File: src/rtl/arb_pkg.sv
package arb_pkg;

    typedef enum logic [1:0] {
        ST_IDLE  = 2'd0,
        ST_GRANT = 2'd1,
        ST_PARK  = 2'd2
    } arb_state_e;

    localparam int REG_ADDR_W = 2;

    localparam logic [REG_ADDR_W-1:0] RA_GROUP = 2'd0;
    localparam logic [REG_ADDR_W-1:0] RA_DIS   = 2'd1;
    localparam logic [REG_ADDR_W-1:0] RA_LAT   = 2'd2;
    localparam logic [REG_ADDR_W-1:0] RA_MTT   = 2'd3;

endpackage

File: src/rtl/arb_regs.sv
module arb_regs
    import arb_pkg::*;
#(
    parameter int NUM_MASTERS = 4,
    parameter int LAT_W       = 12,
    parameter int MTT_W       = 8,
    parameter int DATA_W      = 32
) (
    input  logic                  clk,
    input  logic                  rst_n,
    input  logic                  we,
    input  logic [REG_ADDR_W-1:0] addr,
    input  logic [DATA_W-1:0]     wdata,
    output logic [DATA_W-1:0]     rdata,
    output logic [NUM_MASTERS-1:0] grp_hi,
    output logic [NUM_MASTERS-1:0] dis,
    output logic [LAT_W-1:0]      lat
);

    localparam logic [NUM_MASTERS-1:0] GROUP_RST = {{(NUM_MASTERS-1){1'b0}}, 1'b1};

    logic [MTT_W-1:0] mtt_q;
    logic             unused_wdata;

    assign unused_wdata = ^wdata;

    always_ff @(posedge clk or negedge rst_n) begin
        if (!rst_n) begin
            grp_hi <= GROUP_RST;
            dis    <= '0;
            lat    <= '1;
            mtt_q  <= '0;
        end else if (we) begin
            unique case (addr)
                RA_GROUP: grp_hi <= wdata[NUM_MASTERS-1:0];
                RA_DIS:   dis    <= wdata[NUM_MASTERS-1:0];
                RA_LAT:   lat    <= wdata[LAT_W-1:0];
                RA_MTT:   mtt_q  <= wdata[MTT_W-1:0];
                default:  ;
            endcase
        end
    end

    always_comb begin
        rdata = '0;
        unique case (addr)
            RA_GROUP: rdata[NUM_MASTERS-1:0] = grp_hi;
            RA_DIS:   rdata[NUM_MASTERS-1:0] = dis;
            RA_LAT:   rdata[LAT_W-1:0]       = lat;
            RA_MTT:   rdata[MTT_W-1:0]       = mtt_q;
            default:  rdata = '0;
        endcase
    end

    AST_WRITE_LANDS: assert property (@(posedge clk) disable iff (!rst_n)
        (we && addr == RA_LAT) |=> (lat == $past(wdata[LAT_W-1:0])));

endmodule

File: src/rtl/arb_rr_pick.sv
module arb_rr_pick #(
    parameter int N     = 4,
    parameter int IDX_W = 2
) (
    input  logic             clk,
    input  logic             rst_n,
    input  logic [N-1:0]     req,
    input  logic [IDX_W-1:0] ptr,
    output logic             found,
    output logic [IDX_W-1:0] idx
);

    always_comb begin
        int             pos;
        logic [IDX_W-1:0] p;
        found = 1'b0;
        idx   = '0;
        for (int k = 0; k < N; k++) begin
            pos = int'(ptr) + k;
            if (pos >= N) pos = pos - N;
            p = pos[IDX_W-1:0];
            if (!found && req[p]) begin
                found = 1'b1;
                idx   = p;
            end
        end
    end

    AST_PICK_IN_SET: assert property (@(posedge clk) disable iff (!rst_n)
        found |-> req[idx]);

    AST_PICK_NONE: assert property (@(posedge clk) disable iff (!rst_n)
        (req != '0) |-> found);

endmodule

File: src/rtl/arb_lat_timer.sv
module arb_lat_timer #(
    parameter int LAT_W = 12
) (
    input  logic             clk,
    input  logic             rst_n,
    input  logic             load,
    input  logic             dec,
    input  logic [LAT_W-1:0] lat,
    output logic             cnt_zero
);

    logic [LAT_W-1:0] cnt_q;

    always_ff @(posedge clk or negedge rst_n) begin
        if (!rst_n) begin
            cnt_q <= '0;
        end else if (load) begin
            cnt_q <= lat;
        end else if (dec && cnt_q != '0) begin
            cnt_q <= cnt_q - 1'b1;
        end
    end

    assign cnt_zero = (cnt_q == '0);

    AST_CNT_LOAD: assert property (@(posedge clk) disable iff (!rst_n)
        load |=> (cnt_q == $past(lat)));

    AST_CNT_FROZEN: assert property (@(posedge clk) disable iff (!rst_n)
        (!load && !dec) |=> $stable(cnt_q));

endmodule

File: src/rtl/arb_two_level.sv
module arb_two_level
    import arb_pkg::*;
#(
    parameter int NUM_MASTERS = 4,
    parameter int LAT_W       = 12,
    parameter int MTT_W       = 8,
    parameter int DATA_W      = 32
) (
    input  logic                   clk,
    input  logic                   rst_n,
    input  logic                   bus_rst_n,
    input  logic [NUM_MASTERS-1:0] req,
    output logic [NUM_MASTERS-1:0] gnt,
    input  logic                   reg_we,
    input  logic [REG_ADDR_W-1:0]  reg_addr,
    input  logic [DATA_W-1:0]      reg_wdata,
    output logic [DATA_W-1:0]      reg_rdata
);

    localparam int N     = NUM_MASTERS;
    localparam int IDX_W = (N > 1) ? $clog2(N) : 1;
    localparam int NGRP  = 2;
    localparam logic [IDX_W-1:0] LAST_IDX = IDX_W'(N - 1);
    localparam logic [N-1:0]     ONE_HOT0 = {{(N-1){1'b0}}, 1'b1};

    logic             arb_rst_n;
    logic [N-1:0]     grp_hi;
    logic [N-1:0]     dis;
    logic [LAT_W-1:0] lat;

    arb_state_e       state_q, state_d;
    logic [N-1:0]     gnt_q, gnt_d;
    logic [IDX_W-1:0] ptr_q [NGRP];

    logic [N-1:0]     elig, others, cand;
    logic             owner_act, owner_dis;
    logic [N-1:0]     grp_req   [NGRP];
    logic             grp_found [NGRP];
    logic [IDX_W-1:0] grp_idx   [NGRP];
    logic             win_any, win_hi;
    logic [IDX_W-1:0] win_idx, ptr_nx;
    logic [N-1:0]     win_oh;
    logic             issue, cnt_dec, cnt_zero;

    assign arb_rst_n = rst_n & bus_rst_n;

    arb_regs #(
        .NUM_MASTERS(N), .LAT_W(LAT_W), .MTT_W(MTT_W), .DATA_W(DATA_W)
    ) i_regs (
        .clk(clk), .rst_n(rst_n), .we(reg_we), .addr(reg_addr),
        .wdata(reg_wdata), .rdata(reg_rdata),
        .grp_hi(grp_hi), .dis(dis), .lat(lat)
    );

    assign elig      = req & ~dis;
    assign others    = elig & ~gnt_q;
    assign owner_act = |(elig & gnt_q);
    assign owner_dis = |(gnt_q & dis);

    // Candidate set: an active owner competes only against the others.
    always_comb begin
        unique case (state_q)
            ST_GRANT: cand = others;
            default:  cand = elig;
        endcase
    end

    for (genvar g = 0; g < NGRP; g++) begin : g_grp
        assign grp_req[g] = cand & ((g == 1) ? grp_hi : ~grp_hi);
        arb_rr_pick #(.N(N), .IDX_W(IDX_W)) i_pick (
            .clk(clk), .rst_n(arb_rst_n),
            .req(grp_req[g]), .ptr(ptr_q[g]),
            .found(grp_found[g]), .idx(grp_idx[g])
        );
    end

    assign win_hi  = grp_found[1];
    assign win_any = grp_found[0] | grp_found[1];
    assign win_idx = win_hi ? grp_idx[1] : grp_idx[0];
    assign win_oh  = win_any ? (ONE_HOT0 << win_idx) : '0;
    assign ptr_nx  = (win_idx == LAST_IDX) ? '0 : win_idx + 1'b1;

    // Next-state decision
    always_comb begin
        state_d = state_q;
        gnt_d   = gnt_q;
        issue   = 1'b0;
        cnt_dec = 1'b0;
        unique case (state_q)
            ST_IDLE: begin
                if (win_any) issue = 1'b1;
            end
            ST_GRANT: begin
                if (owner_act) begin
                    if (others != '0) begin
                        if (cnt_zero) issue = 1'b1;
                        else          cnt_dec = 1'b1;
                    end
                end else if (others != '0) begin
                    issue = 1'b1;
                end else if (owner_dis) begin
                    state_d = ST_IDLE;
                    gnt_d   = '0;
                end else begin
                    state_d = ST_PARK;
                end
            end
            ST_PARK: begin
                if (win_any) begin
                    issue = 1'b1;
                end else if (owner_dis) begin
                    state_d = ST_IDLE;
                    gnt_d   = '0;
                end
            end
            default: begin
                state_d = ST_IDLE;
                gnt_d   = '0;
            end
        endcase
        if (issue) begin
            state_d = ST_GRANT;
            gnt_d   = win_oh;
        end
    end

    // State register
    always_ff @(posedge clk or negedge arb_rst_n) begin
        if (!arb_rst_n) state_q <= ST_IDLE;
        else            state_q <= state_d;
    end

    // Outputs and rotation pointers
    always_ff @(posedge clk or negedge arb_rst_n) begin
        if (!arb_rst_n) begin
            gnt_q <= '0;
            for (int g = 0; g < NGRP; g++) ptr_q[g] <= '0;
        end else begin
            gnt_q <= gnt_d;
            if (issue) ptr_q[win_hi] <= ptr_nx;
        end
    end

    assign gnt = gnt_q;

    arb_lat_timer #(.LAT_W(LAT_W)) i_timer (
        .clk(clk), .rst_n(arb_rst_n), .load(issue), .dec(cnt_dec),
        .lat(lat), .cnt_zero(cnt_zero)
    );

    AST_GNT_ONEHOT: assert property (@(posedge clk) disable iff (!arb_rst_n)
        $onehot0(gnt_q));

    AST_HIGH_WINS: assert property (@(posedge clk) disable iff (!arb_rst_n)
        (issue && (cand & grp_hi) != '0) |-> ((win_oh & grp_hi) != '0));

    AST_LAT_HOLD: assert property (@(posedge clk) disable iff (!arb_rst_n)
        (state_q == ST_GRANT && owner_act && !cnt_zero) |=> $stable(gnt_q));

    AST_PARK_KEEP: assert property (@(posedge clk) disable iff (!arb_rst_n)
        (state_q == ST_PARK && elig == '0 && !owner_dis) |=> $stable(gnt_q));

    AST_NO_DISABLED_WIN: assert property (@(posedge clk) disable iff (!arb_rst_n)
        (gnt_q != $past(gnt_q) && gnt_q != '0) |-> ((gnt_q & $past(req & ~dis)) != '0));

endmodule

File: config.mk
export PLATFORM = sky130hd
export DESIGN_NAME = arb_two_level
export DESIGN_NICKNAME = d
export VERILOG_FILES = /design/src/rtl/arb_pkg.sv /design/src/rtl/arb_regs.sv /design/src/rtl/arb_rr_pick.sv /design/src/rtl/arb_lat_timer.sv /design/src/rtl/arb_two_level.sv
export SDC_FILE = /design/constraint.sdc
export NUM_CORES = 1
export LEC_CHECK = 0
export ABC_CLOCK_PERIOD_IN_PS = 3000
export BUFFER_PORTS_ARGS = -buffer_cell sky130_fd_sc_hd__buf_2
export CELL_PAD_IN_SITES_DETAIL_PLACEMENT = 0
export CELL_PAD_IN_SITES_GLOBAL_PLACEMENT = 1
export CORE_ASPECT_RATIO = 0.5
export CORE_MARGIN = 8
export CORE_UTILIZATION = 42
export DETAILED_ROUTE_END_ITERATION = 6
export PLACE_DENSITY_LB_ADDON = 0.1
export SLEW_MARGIN = 25
export SYNTH_ARGS = -nofsm -noshare
export SYNTH_HDL_FRONTEND = slang
export SYNTH_SLANG_ARGS = --single-unit
File: constraint.sdc
create_clock -name clk -period 3 [get_ports clk]
set_input_delay 0.45 -clock clk [delete_from_list [all_inputs] [get_ports clk]]
set_output_delay 0.45 -clock clk [all_outputs]
set_load 0.05 [all_outputs]
==> key figures, run 1 <==
Placement
  • Global placement routability congestion: slightly above 0.8
  • Placed Area: 3442 µm²
  • DP HPWL: 5547 µm
  • IO buf count: 37

Yosys
  • Synth Register Bits: 50
  • Cell taking the most area after synthesis: dfrtp_1
  • Mean area per synthesized cell: about 11 µm²
  • Async set-reset flop share out of synthesis: 1.000
  • Yosys warns: 0
  • Area of the mapped netlist: 3214 µm²
  • Area fraction of the dominant cell type after synthesis: 0.2880
  • Distinct cell type count after synthesis: 56
  • Top cells by area, synth: dfrtp_1 (29%), mux2_2 (13%), dfstp_2 (11%)
  • Register area share after synthesis: 0.3943
  • Primary FF master, synth: dfrtp_1
  • Cell count after synthesis: 287
  • Number of flops mapped to enable cells by yosys: 0

Clock tree
  • CTS tree: done
  • Clock Sinks: 50
  • Number of H-tree levels: 2
  • Root buffer cell: clkbuf_16
  • Clk_lat worst skew: 0.30 ns
  • CTS Buf Count: 5
  • CTS Buffer Depth: 2
  • Clk slew on worst S/H paths: 0.07 ns
  • Post-CTS setup buffers: 0

Layout
  • Fillers: between 600 and 700
  • Area Growth Syn to Fin: 12.85%
  • NumNets Final: 380
  • Share of cells above drive strength 1: 0.3769
  • Final Cell Area: 3627 µm²
  • ANT cells: 0

Floorplan
  • IO Pins: 78
  • Starting Density: 0.4357
  • Die height: 77.86 µm
  • Row Count: 22
  • Die W: ~140 µm
  • Core area: 7377 µm²
  • Die ar.: 10880 µm²

Setup path
  • Worst Path Required: between 3 and 4 ns
  • WS Path Type: reg -> reg
  • CP endpoint kind: register
  • CP max FO: 18
  • CP arrival: 3.04 ns
  • CP Launch Type: register

Power
  • Lkg Pwr: 1.640 nW
  • Pint: 2.059 mW
  • Maximum vdd drop: 0.0003635 V
  • Clk pwr share: 0.194
  • PwrDens: 945.0 nW/µm²
  • Tot Pwr: between 3 and 4 mW
  • Logic gate share of total power: 0.472
  • Sw Share: 0.3993
  • Sequential Power Share: 0.334
  • Net Sw Power: 1.369 mW

Global route
  • Vias in the first global route: 2339
  • Largest net degree at the start of global routing: 30
  • Initial antenna violation count: 0
  • Tot GR Track Use: 0.1399
  • Global route overflow: 0
  • Global-route wire length before repair: 12230 µm

Route
  • Drt total wl: 7340 µm
  • Detailed-route wire length per cell: 17.27 µm
  • DR iter-0 viols: 108
  • Vias: 2259
  • DRC violations left: 0
  • Drt pass-1 iters: 4
  • Final antenna-violating net count: 0
  • Vias per inst: 5.315

STA
  • Final period util: 0.9525
  • Setup TNS: 0 ns
  • FMAX: 0.3500 GHz
  • RSZ-0062 raised after global routing: no
  • Slew Viols, Final: 0
  • Setup violations, final: 0
  • Tmin final: between 2 and 3 ns
  • Worst Max-Slew Pin Slew: 0.7894 ns
  • Final Hold Vio Count: 0
  • Max transition margin: 0.4726
  • Clock Skews: between 0.009 and 0.01 ns

Status
  • Status: complete, no violations

Flow run
  • Max-cap violations: 0

Worst hold path
  • Worst Hold Class: in -> async
-- cells by family (layout without fill, tap and decap cells) --
family	after synthesis	in the layout	share of synthesized area
AO/OA/AOI/OAI	50	50	0.1191
other	1	20	0.001167
XOR/XNOR	11	11	0.02997
adder cells (fa/ha/maj)	10	10	0.03893
buffers and inverters	39	62	0.07318
AND/OR/NAND/NOR	72	72	0.1331
multiplexers	54	54	0.2102
flip-flops	50	50	0.3943
-- worst max-delay path, cell delays in order (launching register included) --
cell and delay (ns):
dfrtp_1 0.41, or4_4 0.56, or3_4 0.38, o31ai_4 0.24
nand3_4 0.13, a21oi_4 0.61, mux2_2 0.41
-- state kept, by name, indices dropped and copies added (netlist names) --
name           count
ptr_q              4
i_regs.grp_hi      4
i_timer.cnt_q     12
i_regs.lat        12
state_q            2
gnt                4
i_regs.dis         4
i_regs.mtt_q       8
-- through the flow --
stage | utilization | std cells | setup slack (ns) | hold slack, ns
finish | 0.4917 | 425 | 0.1426 | 0.1634
CTS | 0.4900 | 425 | 0.05496 | 0.1775
floorplan | - | 306 | 0.3311 | 0.1544
global placement | 0.4666 | 417 | 0.1018 | 0.4832
global route | 0.4917 | 425 | 0.006666 | 0.2121
detailed placement | 0.4666 | 417 | 0.05712 | 0.4932
-- layout make-up --
type | instances | area (µm²) | share of cell area
multi-input cells | 217 | 1795 | 0.4950
flip-flops and latches | 50 | 1267 | 0.3494
repair buffers | 43 | 230.2 | 0.06347
clock buffers | 5 | 125.1 | 0.03449
well taps | 96 | 120.1 | 0.03311
clock inverters | 3 | 47.55 | 0.01311
inverters | 11 | 41.29 | 0.01138
-- Yosys cell counts (6+ instances only) --
| library cell | instances |
|---|---|
| ha_1 | 10 |
| nor2_1 | 10 |
| xor2_1 | 10 |
| dfrtp_1 | 37 |
| nand2_1 | 11 |
| mux2_4 | 8 |
| inv_1 | 11 |
| mux2_2 | 36 |
| a211oi_1 | 6 |
| dfstp_2 | 13 |
| o21ai_0 | 9 |
| buf_4 | 20 |
| nor2b_1 | 7 |
| a21oi_1 | 6 |
| mux2i_1 | 6 |
| a211o_1 | 8 |
-- repair_timing --
item / in CTS / in global routing
hold endpoints to repair: 0 / 0
resized for setup: 0 / 2
setup endpoints to repair: 0 / 18
hold buffers: 0 / 0
-- power groups by stage --
stage               Combinational [mW]  Clock [mW]  Sequential, mW
floorplan                         1.28           0            1.16
global placement                  1.59           0            1.14
detailed placement                1.60           0            1.16
CTS                               1.62       0.685            1.15
global route                      1.77       0.711            1.18
finish                            1.62       0.664            1.15
-- final timing paths --
kind / from / to / slack (ns) / depth (start not counted)
worst max-delay path: i_timer.cnt_q[5] / i_timer.cnt_q[3] / 0.14 / 6
worst min-delay path: rst_n / i_regs.mtt_q[7] / 0.16 / 1
worst max register to register: i_timer.cnt_q[5] / i_timer.cnt_q[3] / 0.14 / 6
worst min register to register: i_regs.mtt_q[1] / i_regs.mtt_q[1] / 0.50 / 1
max in group asynchronous: rst_n / ptr_q[3] / 1.98 / 3
min in group clk: reg_wdata[9] / i_regs.lat[9] / 0.38 / 2
-- cells in the final DEF (no fill, tap or decap), types with 6 or more instances in the layout --
cell | Yosys | routed
buf_2 | 2 | 37
a21oi_1 | 6 | 6
nand2_1 | 11 | 11
o21ai_0 | 9 | 9
dfstp_2 | 13 | 13
dfrtp_1 | 37 | 37
mux2i_1 | 6 | 6
buf_4 | 20 | 6
mux2_4 | 8 | 8
conb_1 | 1 | 20
nor2_1 | 10 | 10
inv_1 | 11 | 11
xor2_1 | 10 | 10
nor2b_1 | 7 | 7
mux2_2 | 36 | 36
ha_1 | 10 | 10
a211o_1 | 8 | 8
-- metal layers --
| layer | track usage | vias up | part of all wire |
|---|---|---|---|
| met2 | 0.2208 | 57 | 0.45 |
| met1 | 0.1870 | 1101 | 0.49 |
| met4 | 0.03330 | 0 | 0.0083 |
| met3 | 0.03907 | 5 | 0.054 |
| met5 | 0 | - | 0 |
| li1 | - | 1096 | - |
(Power assumes the default switching activity.)
==> inputs of run 2 (changes only) <==
==> constraint.sdc (replaced) <==
create_clock -name clk -period 3 [get_ports clk]
set_input_delay 0.6 -clock clk [delete_from_list [all_inputs] [get_ports clk]]
set_output_delay 0.6 -clock clk [all_outputs]
set_load 0.05 [all_outputs]
==> key figures, run 2 (synthesis results as in run 1) <==
Clock tree
  • CTS Buffer Depth: 2
  • Number of H-tree levels: 2
  • CTS resizes: 0
  • CTS tree: done
  • Clock Sinks: 50
  • Clk_lat worst skew: 0.29 ns
  • Post-CTS setup buffers: 0
  • Clk slew on worst S/H paths: ~0.07 ns
  • Root buffer cell: clkbuf_16
  • CTS Buf Count: 5
  • # hold bufs at CTS: 0

Setup path
  • CP endpoint kind: register
  • Critical path's slowest cell: a21oi_4
  • WS Path Type: reg -> reg
  • CP arrival: 3.05 ns
  • CP cell instances: or4_4 -> or3_4 -> o31ai_4 -> nand3_2 -> a21oi_4 -> mux2_2
  • CP Launch Type: register
  • Largest stage delay on the critical path: 0.61 ns
  • CP max FO: 18
  • Worst Path Required: 3.17 ns

STA
  • Max transition margin: 0.4222
  • Setup TNS: 0 ns
  • Worst hold margin: 0.3308 ns
  • Tmin final: 2.874 ns
  • Worst Max-Slew Pin Slew: 0.8648 ns
  • Setup violations, final: 0
  • RSZ-0062 raised after global routing: no
  • FMAX: 0.3480 GHz
  • Final Hold Vio Count: 0
  • Slew Viols, Final: 0
  • Final period util: 0.9578
  • Clock Skews: about 0.01 ns

Power
  • Logic gate share of total power: 0.468
  • Clk pwr share: 0.196
  • Lkg Pwr: 1.642 nW
  • PwrDens: about 940 nW/µm²
  • Sequential Power Share: 0.336
  • Sw Share: 0.3930
  • Tot Pwr: 3.415 mW
  • Net Sw Power: 1.342 mW
  • Pint: 2.073 mW
  • Maximum vdd drop: 0.0003430 V

Layout
  • ANT cells: 0
  • Final Cell Area: ~3600 µm²
  • Share of cells above drive strength 1: 0.3769
  • Area Growth Syn to Fin: 12.77%
  • NumNets Final: 380
  • Area of the multi-input gates: between 1500 and 2000 µm²
  • Largest registers: i_regs.lat x12, i_timer.cnt_q x12, i_regs.mtt_q x8
  • Fillers: 695
  • Reg area: 1267 µm²
  • Commonest cells after routing, fill and taps aside: dfrtp_1 (37), buf_2 (37), mux2_2 (36), conb_1 (20), dfstp_2 (13)

Floorplan
  • Starting Density: 0.4357
  • Row Count: 22
  • IO Pins: 78
  • Core area: between 7000 and 8000 µm²
  • Die height: 77.86 µm
  • Die ar.: 10880 µm²
  • Die W: 139.7 µm

Route
  • Final antenna-violating net count: 0
  • Drt pass-1 iters: 4
  • DR iter-0 viols: approximately 110
  • Drt total wl: 7456 µm
  • Detailed-route wire length per cell: 17.54 µm
  • Vias: 2273
  • DRC violations left: 0
  • Vias per inst: 5.348

Placement
  • Global placement routability congestion: 0.8315
  • IO buf count: 37
  • Placed Area: 3442 µm²
  • DP HPWL: approximately 5600 µm

Status
  • Status: complete, no violations

Global route
  • Tot GR Track Use: 0.1422
  • Vias in the first global route: 2452
  • Global route overflow: 0
  • Largest net degree at the start of global routing: 30
  • Initial antenna violation count: 0
  • Global-route wire length before repair: 12510 µm

Worst hold path
  • Worst Hold Class: in -> async

Flow run
  • Max-cap violations: 0
run 2: per-layer routing:
layer  vias up  track usage  share of wire
li1       1091            -              -
met1      1123       0.1802           0.47
met2        53       0.2362           0.46
met3         6      0.04396          0.064
met4         0      0.02900         0.0076
met5         -            0              0
run 2: power groups by stage:
stage          sequential (mW)  clock (mW)  combinational, mW
2_1_floorplan             1.16           0               1.28
3_3_place_gp              1.14           0               1.59
3_5_place_dp              1.16           0               1.60
4_1_cts                   1.15       0.692               1.61
5_1_grt                   1.19       0.722               1.75
6_report                  1.15       0.670               1.60
run 2: through the flow:
stage          worst slack (ns)  utilization  cells
2_1_floorplan            0.3311            -    306
3_3_place_gp            0.09408       0.4666    417
3_5_place_dp             0.1033       0.4666    417
4_1_cts                 0.09506       0.4907    425
5_1_grt                 0.01110       0.4914    425
6_report                 0.1265       0.4914    425
run 2: layout make-up:
type | count | share of cell area
Sequential cell | 50 | 0.3497
Timing Repair Buffer | 43 | 0.06351
Tap cell | 96 | 0.03314
Clock buffer | 6 | 0.03832
Clock inverter | 2 | 0.01070
Multi-Input combinational cell | 217 | 0.4933
Inverter | 11 | 0.01139
run 2: final timing paths:
path	cells past startpoint	from	slack, ns	to
worst max-delay path	6	i_timer.cnt_q[5]	0.13	i_timer.cnt_q[3]
worst min register to register	1	i_regs.mtt_q[3]	0.51	i_regs.mtt_q[3]
min in group clk	1	i_regs.mtt_q[3]	0.51	i_regs.mtt_q[3]
max in group asynchronous	3	rst_n	1.80	ptr_q[2]
worst max register to register	6	i_timer.cnt_q[5]	0.13	i_timer.cnt_q[3]
worst min-delay path	1	rst_n	0.33	i_regs.mtt_q[6]
run 2: critical path, delay by kind of cell, from the launching register on:
family	cells	cell delay, ns
flops	1	0.41
mux	1	0.41
simple gates	3	1.11
compound gates	2	0.82
